===== src/rtl/afr_pkg.sv =====
package afr_pkg;
  localparam int REG_SEL_W = 2;
  localparam logic [REG_SEL_W-1:0] SEL_CTRL = 2'd0;
  localparam logic [REG_SEL_W-1:0] SEL_ADDR = 2'd1;
  localparam logic [REG_SEL_W-1:0] SEL_MASK = 2'd2;

  // control bit positions
  localparam int CB_MODE9  = 0;
  localparam int CB_FILTER = 1;
  localparam int CB_CLRFLG = 2;
  localparam int CB_CLRERR = 3;

  typedef enum logic [1:0] {RX_IDLE, RX_START, RX_DATA, RX_STOP} rxState_t;

  // strobes from bit-timing control to the datapath
  typedef struct packed {
    logic shift;   // a data bit has been resolved
    logic ninth;   // the resolved bit is the ninth bit
    logic bitVal;  // resolved level
    logic done;    // stop bit resolved, frame complete
    logic stopOk;  // stop level
  } rxStrobe_t;
endpackage


===== src/rtl/afr_ctrl.sv =====
module afr_ctrl
  import afr_pkg::*;
#(
  parameter int DATA_W = 8,
  parameter int OVS    = 16
) (
  input  logic       clk,
  input  logic       rstN,
  input  logic       rxIn,
  input  logic       baudTick,
  input  logic       mode9,
  output rxStrobe_t  strobe
);
  localparam int CNT_W = $clog2(OVS);
  localparam int BIT_W = $clog2(DATA_W + 1);
  localparam int MID   = OVS / 2;
  localparam logic [CNT_W-1:0] T_S0   = CNT_W'(MID - 1);
  localparam logic [CNT_W-1:0] T_S1   = CNT_W'(MID);
  localparam logic [CNT_W-1:0] T_VOTE = CNT_W'(MID + 1);
  localparam logic [CNT_W-1:0] T_END  = CNT_W'(OVS - 1);

  logic rxS1, rxS2;
  logic smp0, smp1;
  logic [CNT_W-1:0] tickCnt;
  logic [BIT_W-1:0] bitCnt;
  logic [BIT_W-1:0] lastIdx;
  rxState_t state;
  logic vote, voteNow, bitEnd;

  assign vote    = (smp0 & smp1) | (smp0 & rxS2) | (smp1 & rxS2);
  assign voteNow = baudTick && (state != RX_IDLE) && (tickCnt == T_VOTE);
  assign bitEnd  = baudTick && (state != RX_IDLE) && (tickCnt == T_END);
  assign lastIdx = mode9 ? BIT_W'(DATA_W) : BIT_W'(DATA_W - 1);

  always_ff @(posedge clk or negedge rstN) begin
    if (!rstN) begin
      rxS1 <= 1'b1;
      rxS2 <= 1'b1;
    end else begin
      rxS1 <= rxIn;
      rxS2 <= rxS1;
    end
  end

  always_ff @(posedge clk or negedge rstN) begin
    if (!rstN) begin
      state   <= RX_IDLE;
      tickCnt <= '0;
      bitCnt  <= '0;
      smp0    <= 1'b1;
      smp1    <= 1'b1;
    end else if (baudTick) begin
      if (state == RX_IDLE) begin
        tickCnt <= '0;
        if (!rxS2) state <= RX_START;
      end else begin
        tickCnt <= (tickCnt == T_END) ? '0 : tickCnt + 1'b1;
        if (tickCnt == T_S0) smp0 <= rxS2;
        if (tickCnt == T_S1) smp1 <= rxS2;
        if (voteNow) begin
          if (state == RX_START && vote) state <= RX_IDLE;
          if (state == RX_STOP) state <= RX_IDLE;
        end
        if (bitEnd) begin
          case (state)
            RX_START: begin
              state  <= RX_DATA;
              bitCnt <= '0;
            end
            RX_DATA: begin
              if (bitCnt == lastIdx) state <= RX_STOP;
              else bitCnt <= bitCnt + 1'b1;
            end
            default: ;
          endcase
        end
      end
    end
  end

  always_comb begin
    strobe        = '0;
    strobe.bitVal = vote;
    strobe.stopOk = vote;
    strobe.shift  = voteNow && (state == RX_DATA);
    strobe.ninth  = (bitCnt == BIT_W'(DATA_W));
    strobe.done   = voteNow && (state == RX_STOP);
  end
endmodule


===== src/rtl/afr_datapath.sv =====
module afr_datapath
  import afr_pkg::*;
#(
  parameter int DATA_W = 8
) (
  input  logic                 clk,
  input  logic                 rstN,
  input  rxStrobe_t            strobe,
  input  logic                 regWrEn,
  input  logic [REG_SEL_W-1:0] regSel,
  input  logic [DATA_W-1:0]    regWrData,
  output logic                 mode9,
  output logic                 filterEn,
  output logic [DATA_W-1:0]    rxData,
  output logic                 rxBit9,
  output logic                 rxFlag,
  output logic                 frameErr
);
  logic [DATA_W-1:0] shiftReg;
  logic              ninthReg;
  logic [DATA_W-1:0] slaveAddr, addrMask;
  logic [DATA_W-1:0] bcastPat;
  logic givenHit, bcastHit, accept;
  logic ctrlWr, clrFlag, clrErr;

  assign bcastPat = slaveAddr | addrMask;
  assign givenHit = ((shiftReg ^ slaveAddr) & addrMask) == '0;
  assign bcastHit = (shiftReg & bcastPat) == bcastPat;

  always_comb begin
    if (!filterEn)  accept = 1'b1;
    else if (mode9) accept = ninthReg && (givenHit || bcastHit);
    else            accept = strobe.stopOk;
  end

  assign ctrlWr  = regWrEn && (regSel == SEL_CTRL);
  assign clrFlag = ctrlWr && regWrData[CB_CLRFLG];
  assign clrErr  = ctrlWr && regWrData[CB_CLRERR];

  always_ff @(posedge clk or negedge rstN) begin
    if (!rstN) begin
      shiftReg <= '0;
      ninthReg <= 1'b0;
    end else if (strobe.shift) begin
      if (strobe.ninth) ninthReg <= strobe.bitVal;
      else shiftReg <= {strobe.bitVal, shiftReg[DATA_W-1:1]};
    end
  end

  always_ff @(posedge clk or negedge rstN) begin
    if (!rstN) begin
      mode9     <= 1'b0;
      filterEn  <= 1'b0;
      slaveAddr <= '0;
      addrMask  <= '0;
    end else if (regWrEn) begin
      case (regSel)
        SEL_CTRL: begin
          mode9    <= regWrData[CB_MODE9];
          filterEn <= regWrData[CB_FILTER];
        end
        SEL_ADDR: slaveAddr <= regWrData;
        SEL_MASK: addrMask  <= regWrData;
        default: ;
      endcase
    end
  end

  always_ff @(posedge clk or negedge rstN) begin
    if (!rstN) begin
      rxData   <= '0;
      rxBit9   <= 1'b0;
      rxFlag   <= 1'b0;
      frameErr <= 1'b0;
    end else begin
      if (strobe.done && accept) begin
        rxData <= shiftReg;
        rxBit9 <= mode9 ? ninthReg : strobe.stopOk;
        rxFlag <= 1'b1;
      end else if (clrFlag) begin
        rxFlag <= 1'b0;
      end
      if (strobe.done && !strobe.stopOk) frameErr <= 1'b1;
      else if (clrErr) frameErr <= 1'b0;
    end
  end
endmodule


===== src/rtl/addr_filter_uart_rx.sv =====
module addr_filter_uart_rx
  import afr_pkg::*;
#(
  parameter int DATA_W = 8,
  parameter int OVS    = 16
) (
  input  logic                 clk,
  input  logic                 rstN,
  input  logic                 rxIn,
  input  logic                 baudTick,
  input  logic                 regWrEn,
  input  logic [REG_SEL_W-1:0] regSel,
  input  logic [DATA_W-1:0]    regWrData,
  output logic [DATA_W-1:0]    rxData,
  output logic                 rxBit9,
  output logic                 rxFlag,
  output logic                 frameErr,
  output logic                 irq
);
  rxStrobe_t strobe;
  logic mode9, filterEn;

  afr_ctrl #(.DATA_W(DATA_W), .OVS(OVS)) u_ctrl (
    .clk(clk), .rstN(rstN), .rxIn(rxIn), .baudTick(baudTick),
    .mode9(mode9), .strobe(strobe)
  );

  afr_datapath #(.DATA_W(DATA_W)) u_dp (
    .clk(clk), .rstN(rstN), .strobe(strobe),
    .regWrEn(regWrEn), .regSel(regSel), .regWrData(regWrData),
    .mode9(mode9), .filterEn(filterEn),
    .rxData(rxData), .rxBit9(rxBit9), .rxFlag(rxFlag), .frameErr(frameErr)
  );

  assign irq = rxFlag;
endmodule


===== config.mk =====
export PLATFORM = sky130hd
export DESIGN_NAME = addr_filter_uart_rx
export DESIGN_NICKNAME = d
export VERILOG_FILES = /design/src/rtl/afr_pkg.sv /design/src/rtl/afr_ctrl.sv /design/src/rtl/afr_datapath.sv /design/src/rtl/addr_filter_uart_rx.sv
export SDC_FILE = /design/constraint.sdc
export NUM_CORES = 1
export LEC_CHECK = 0
export ABC_CLOCK_PERIOD_IN_PS = 2600
export CAP_MARGIN = 20
export CORE_MARGIN = 4
export CORE_UTILIZATION = 25
export CTS_CLUSTER_SIZE = 12
export DETAILED_ROUTE_END_ITERATION = 6
export GPL_TIMING_DRIVEN = 0
export MAX_ROUTING_LAYER = met4
export PLACE_DENSITY = 0.42
export SLEW_MARGIN = 10
export SYNTH_ARGS = -nofsm -noshare
export SYNTH_HDL_FRONTEND = slang
export SYNTH_SLANG_ARGS = --single-unit

===== constraint.sdc =====
create_clock -name clk -period 2.6 [get_ports clk]
set_input_delay 0.26 -clock clk [delete_from_list [all_inputs] [get_ports clk]]
set_output_delay 0.26 -clock clk [all_outputs]
set_load 0.01 [all_outputs]

==> results by group <==
Power and ir drop
  – Total power: 2.16 mW
  – Sw frac: 32.8%
  – Max VDD drop: 0.196 mV
  – Pleak: 1.34 nW
  – Pwr dens: 705 mW/mm2
  – P_int: 1.45 mW
  – NetSw: 0.707 mW
  – Sequential fraction of design power: 51.1%
  – Clock power share: 22.7%
  – Combinational fraction of design power: 26.2%

Die
  – Die W: 109 um
  – Starting Density: 25.8%
  – Die height: 109 um
  – # rows: 36
  – Core area: 0.00982 mm2
  – DIE AREA: 0.0118 mm2
  – IO Pins: 27

Place
  – DP HPWL: 3850 um
  – RD Place Congestion: 0.759
  – Number of I/O port buffers: 26

Finish
  – Antenna Diode Count: 0
  – Final net count: 267
  – Most common cell after layout, fill and taps aside: dfrtp_1
  – Area growth from synthesis to layout: 20.5%
  – Commonest non-fill, non-tap cells in the layout: 48 x dfrtp_1, 36 x mux2_2, 25 x clkdlybuf4s50_1
  – Seq. cell area: 0.00131 mm2
  – Filler cell count: 1,061
  – Share of cells above drive strength 1: 24.7%
  – Multi-input logic area: 0.00117 mm2

Clock network
  – # H-tree levels: 2
  – Worst-path clk slew: 0.11 ns
  – CTS root buf: clkbuf_8
  – Clk_lat worst skew: 0.31 ns
  – Resized cells post-CTS: 0
  – Clock buffer depth: 2
  – CTS Sinks: 52
  – CTS tree: built
  – Total CTS buffers: 5
  – Post-CTS setup buffers: 0
  – CTS Hold Buffers Added: 0

Synth
  – Distinct cell type count after synthesis: 44
  – Post-synthesis register bit count: 52
  – Syn Area/Cell: 12.1 um2
  – Prevailing post-synth register cell: dfrtp_1
  – Netlist Area Pre-Place: 0.00254 mm2
  – Async set-reset flop share out of synthesis: 100%
  – Post-synthesis sequential area ratio: 51.5%
  – Syn_nets: 234
  – Syn Inst Count: 209
  – Post-synth EDFFs: 0
  – Yosys warnings: 0

Routing
  – Via/cell ratio: 4.44
  – Drt first pass iters: 4
  – Drt wl/cell: 13.8 um
  – Initial DRC Count: 68
  – DRC viols: 0
  – Antenna viol nets, final: 0
  – Total number of vias: 1,669
  – Final wirelength: 5180 um

Setup path
  – CP Class: flip-flop to flip-flop
  – Crit path max fanout: 10
  – Crit. End Element: flip-flop
  – CP startpoint kind: flip-flop
  – CP required: 2.81 ns
  – Max incr delay on CP: 0.40 ns
  – Arr. time, crit path: 2.58 ns
  – CP cell instances: inv_1, ha_1, and2b_1, buf_6, nand4_1, a21o_2, a31oi_4, mux2_2
  – CP max stage cell: dfrtp_1

STA
  – Worst Skew: 0.0170 ns
  – Final setup vio count: 0
  – Slew Limit Fails: 0
  – Fmax achieved: 422 MHz
  – Worst slew margin: 55.0%
  – RSZ-0062 raised after global routing: no
  – Final Cycle Share: 91.1%
  – Worst hold slack: -0.0367 ns
  – Post-layout minimum cycle time: 2.37 ns
  – Final hold vios: 39
  – Worst-Margin Slew: 0.675 ns

Global route
  – Largest net degree at the start of global routing: 53
  – GRT Util Overall: 9.91%
  – First-pass GRT wire length: 8850 um
  – Initial antenna violation count: 0
  – Vias in the first global route: 1,703
  – Total congestion overflow: 0

Outcome
  – Failing checks: hold timing
  – Status: complete, but fails checks

Run
  – Max-Cap Viols: 0

Min path
  – HP Class: input pin to async pin
through the flow:
| stage | std cells | setup WS [ns] | TNS [ns] | utilization [%] | area (um2) |
|---|---|---|---|---|---|
| 2_1_floorplan | 209 | 0.514 | 0 | - | 2540 |
| 3_3_place_gp | 368 | -0.482 | -22.99 | 30.2 | 2960 |
| 3_5_place_dp | 368 | 0.109 | 0 | 30.1 | 2960 |
| 4_1_cts | 376 | 0.205 | 0 | 31.1 | 3060 |
| 5_1_grt | 376 | 0.0396 | 0 | 31.1 | 3060 |
| 6_report | 376 | 0.232 | 0 | 31.1 | 3060 |
state kept, by name, indices dropped and copies added (netlist names), 2 cells and up:
| name | count |
|---|---|
| u_ctrl.state | 2 |
| u_dp.shiftReg | 8 |
| u_ctrl.tickCnt | 4 |
| u_dp.addrMask | 8 |
| u_ctrl.bitCnt | 4 |
| u_dp.slaveAddr | 8 |
| u_dp.rxData | 8 |
synth_stat cells (2+ instances only):
library cell	instances	area (um2)
nand2_1	10	37.5
nand4_1	5	31.3
dfrtp_1	48	1200
o21bai_1	3	22.5
o22ai_1	6	37.5
a22oi_1	4	30.0
nor2b_1	2	12.5
mux2_2	36	405
nand3b_1	3	22.5
and3_2	2	15.0
a21oi_1	6	30.0
o2bb2ai_1	2	17.5
o21ai_0	5	25.0
ha_1	10	125
xor2_1	8	70.1
dfstp_2	4	105
nor2_1	12	45.0
inv_1	10	37.5
nand3_1	7	35.0
a211oi_1	2	15.0
worst max-delay path: cells and delay by family, from the launching register on:
family / cells / cell delay [ns]
flip-flops: 1 / 0.40
multiplexers: 1 / 0.37
adder cells (fa/ha/maj): 1 / 0.25
AND/OR/NAND/NOR: 2 / 0.42
buffers and inverters: 2 / 0.24
AO/OA/AOI/OAI: 2 / 0.58
logic make-up (layout without fill, tap and decap cells):
| logic type | Yosys count | in the layout | synth area share (%) |
|---|---|---|---|
| AOI/OAI and AO/OA | 38 | 38 | 11.0 |
| xor gates and xnor gates | 9 | 9 | 3.11 |
| adders and majority gates | 11 | 11 | 5.33 |
| buffers and inverters | 13 | 47 | 2.37 |
| DFF | 52 | 52 | 51.5 |
| muxes | 37 | 37 | 16.4 |
| and+or+nand+nor | 49 | 49 | 10.4 |
final cells by class:
class	instances	area share, %
Tap cell	133	5.44
Buffer	3	0.737
Multi-Input combinational cell	144	38.3
Clock buffer	5	2.25
Inverter	10	1.23
Timing Repair Buffer	26	8.43
Clock inverter	3	0.901
Sequential cell	52	42.7
final timing paths:
kind                            slack, ns              end       startpoint  cells past startpoint
worst min register to register       0.36      u_ctrl.rxS2      u_ctrl.rxS1                      0
worst max register to register       0.23   u_dp.rxData[4]  u_ctrl.state[0]                      8
worst min-delay path                -0.04  u_ctrl.state[1]             rstN                      1
min in group clk                     0.35      u_ctrl.rxS1             rxIn                      1
max in group asynchronous            2.16       u_dp.mode9             rstN                      1
worst max-delay path                 0.23   u_dp.rxData[4]  u_ctrl.state[0]                      8
per-layer routing:
metal | GRT usage [%] | wire, um | up-vias
met5 | - | 0 | -
met4 | 2.98 | 82 | 0
met3 | 2.01 | 166 | 6
met2 | 14.9 | 2320 | 24
met1 | 13.5 | 2610 | 820
li1 | - | - | 819
power groups by stage:
stage / registers (mW) / clock network [mW] / logic, mW
4_1_cts: 1.10 / 0.520 / 0.579
2_1_floorplan: 1.09 / 0 / 0.418
3_3_place_gp: 1.12 / 0 / 0.570
3_5_place_dp: 1.12 / 0 / 0.575
6_report: 1.10 / 0.488 / 0.566
5_1_grt: 1.13 / 0.556 / 0.653
Power figures use the tool's default switching activity.
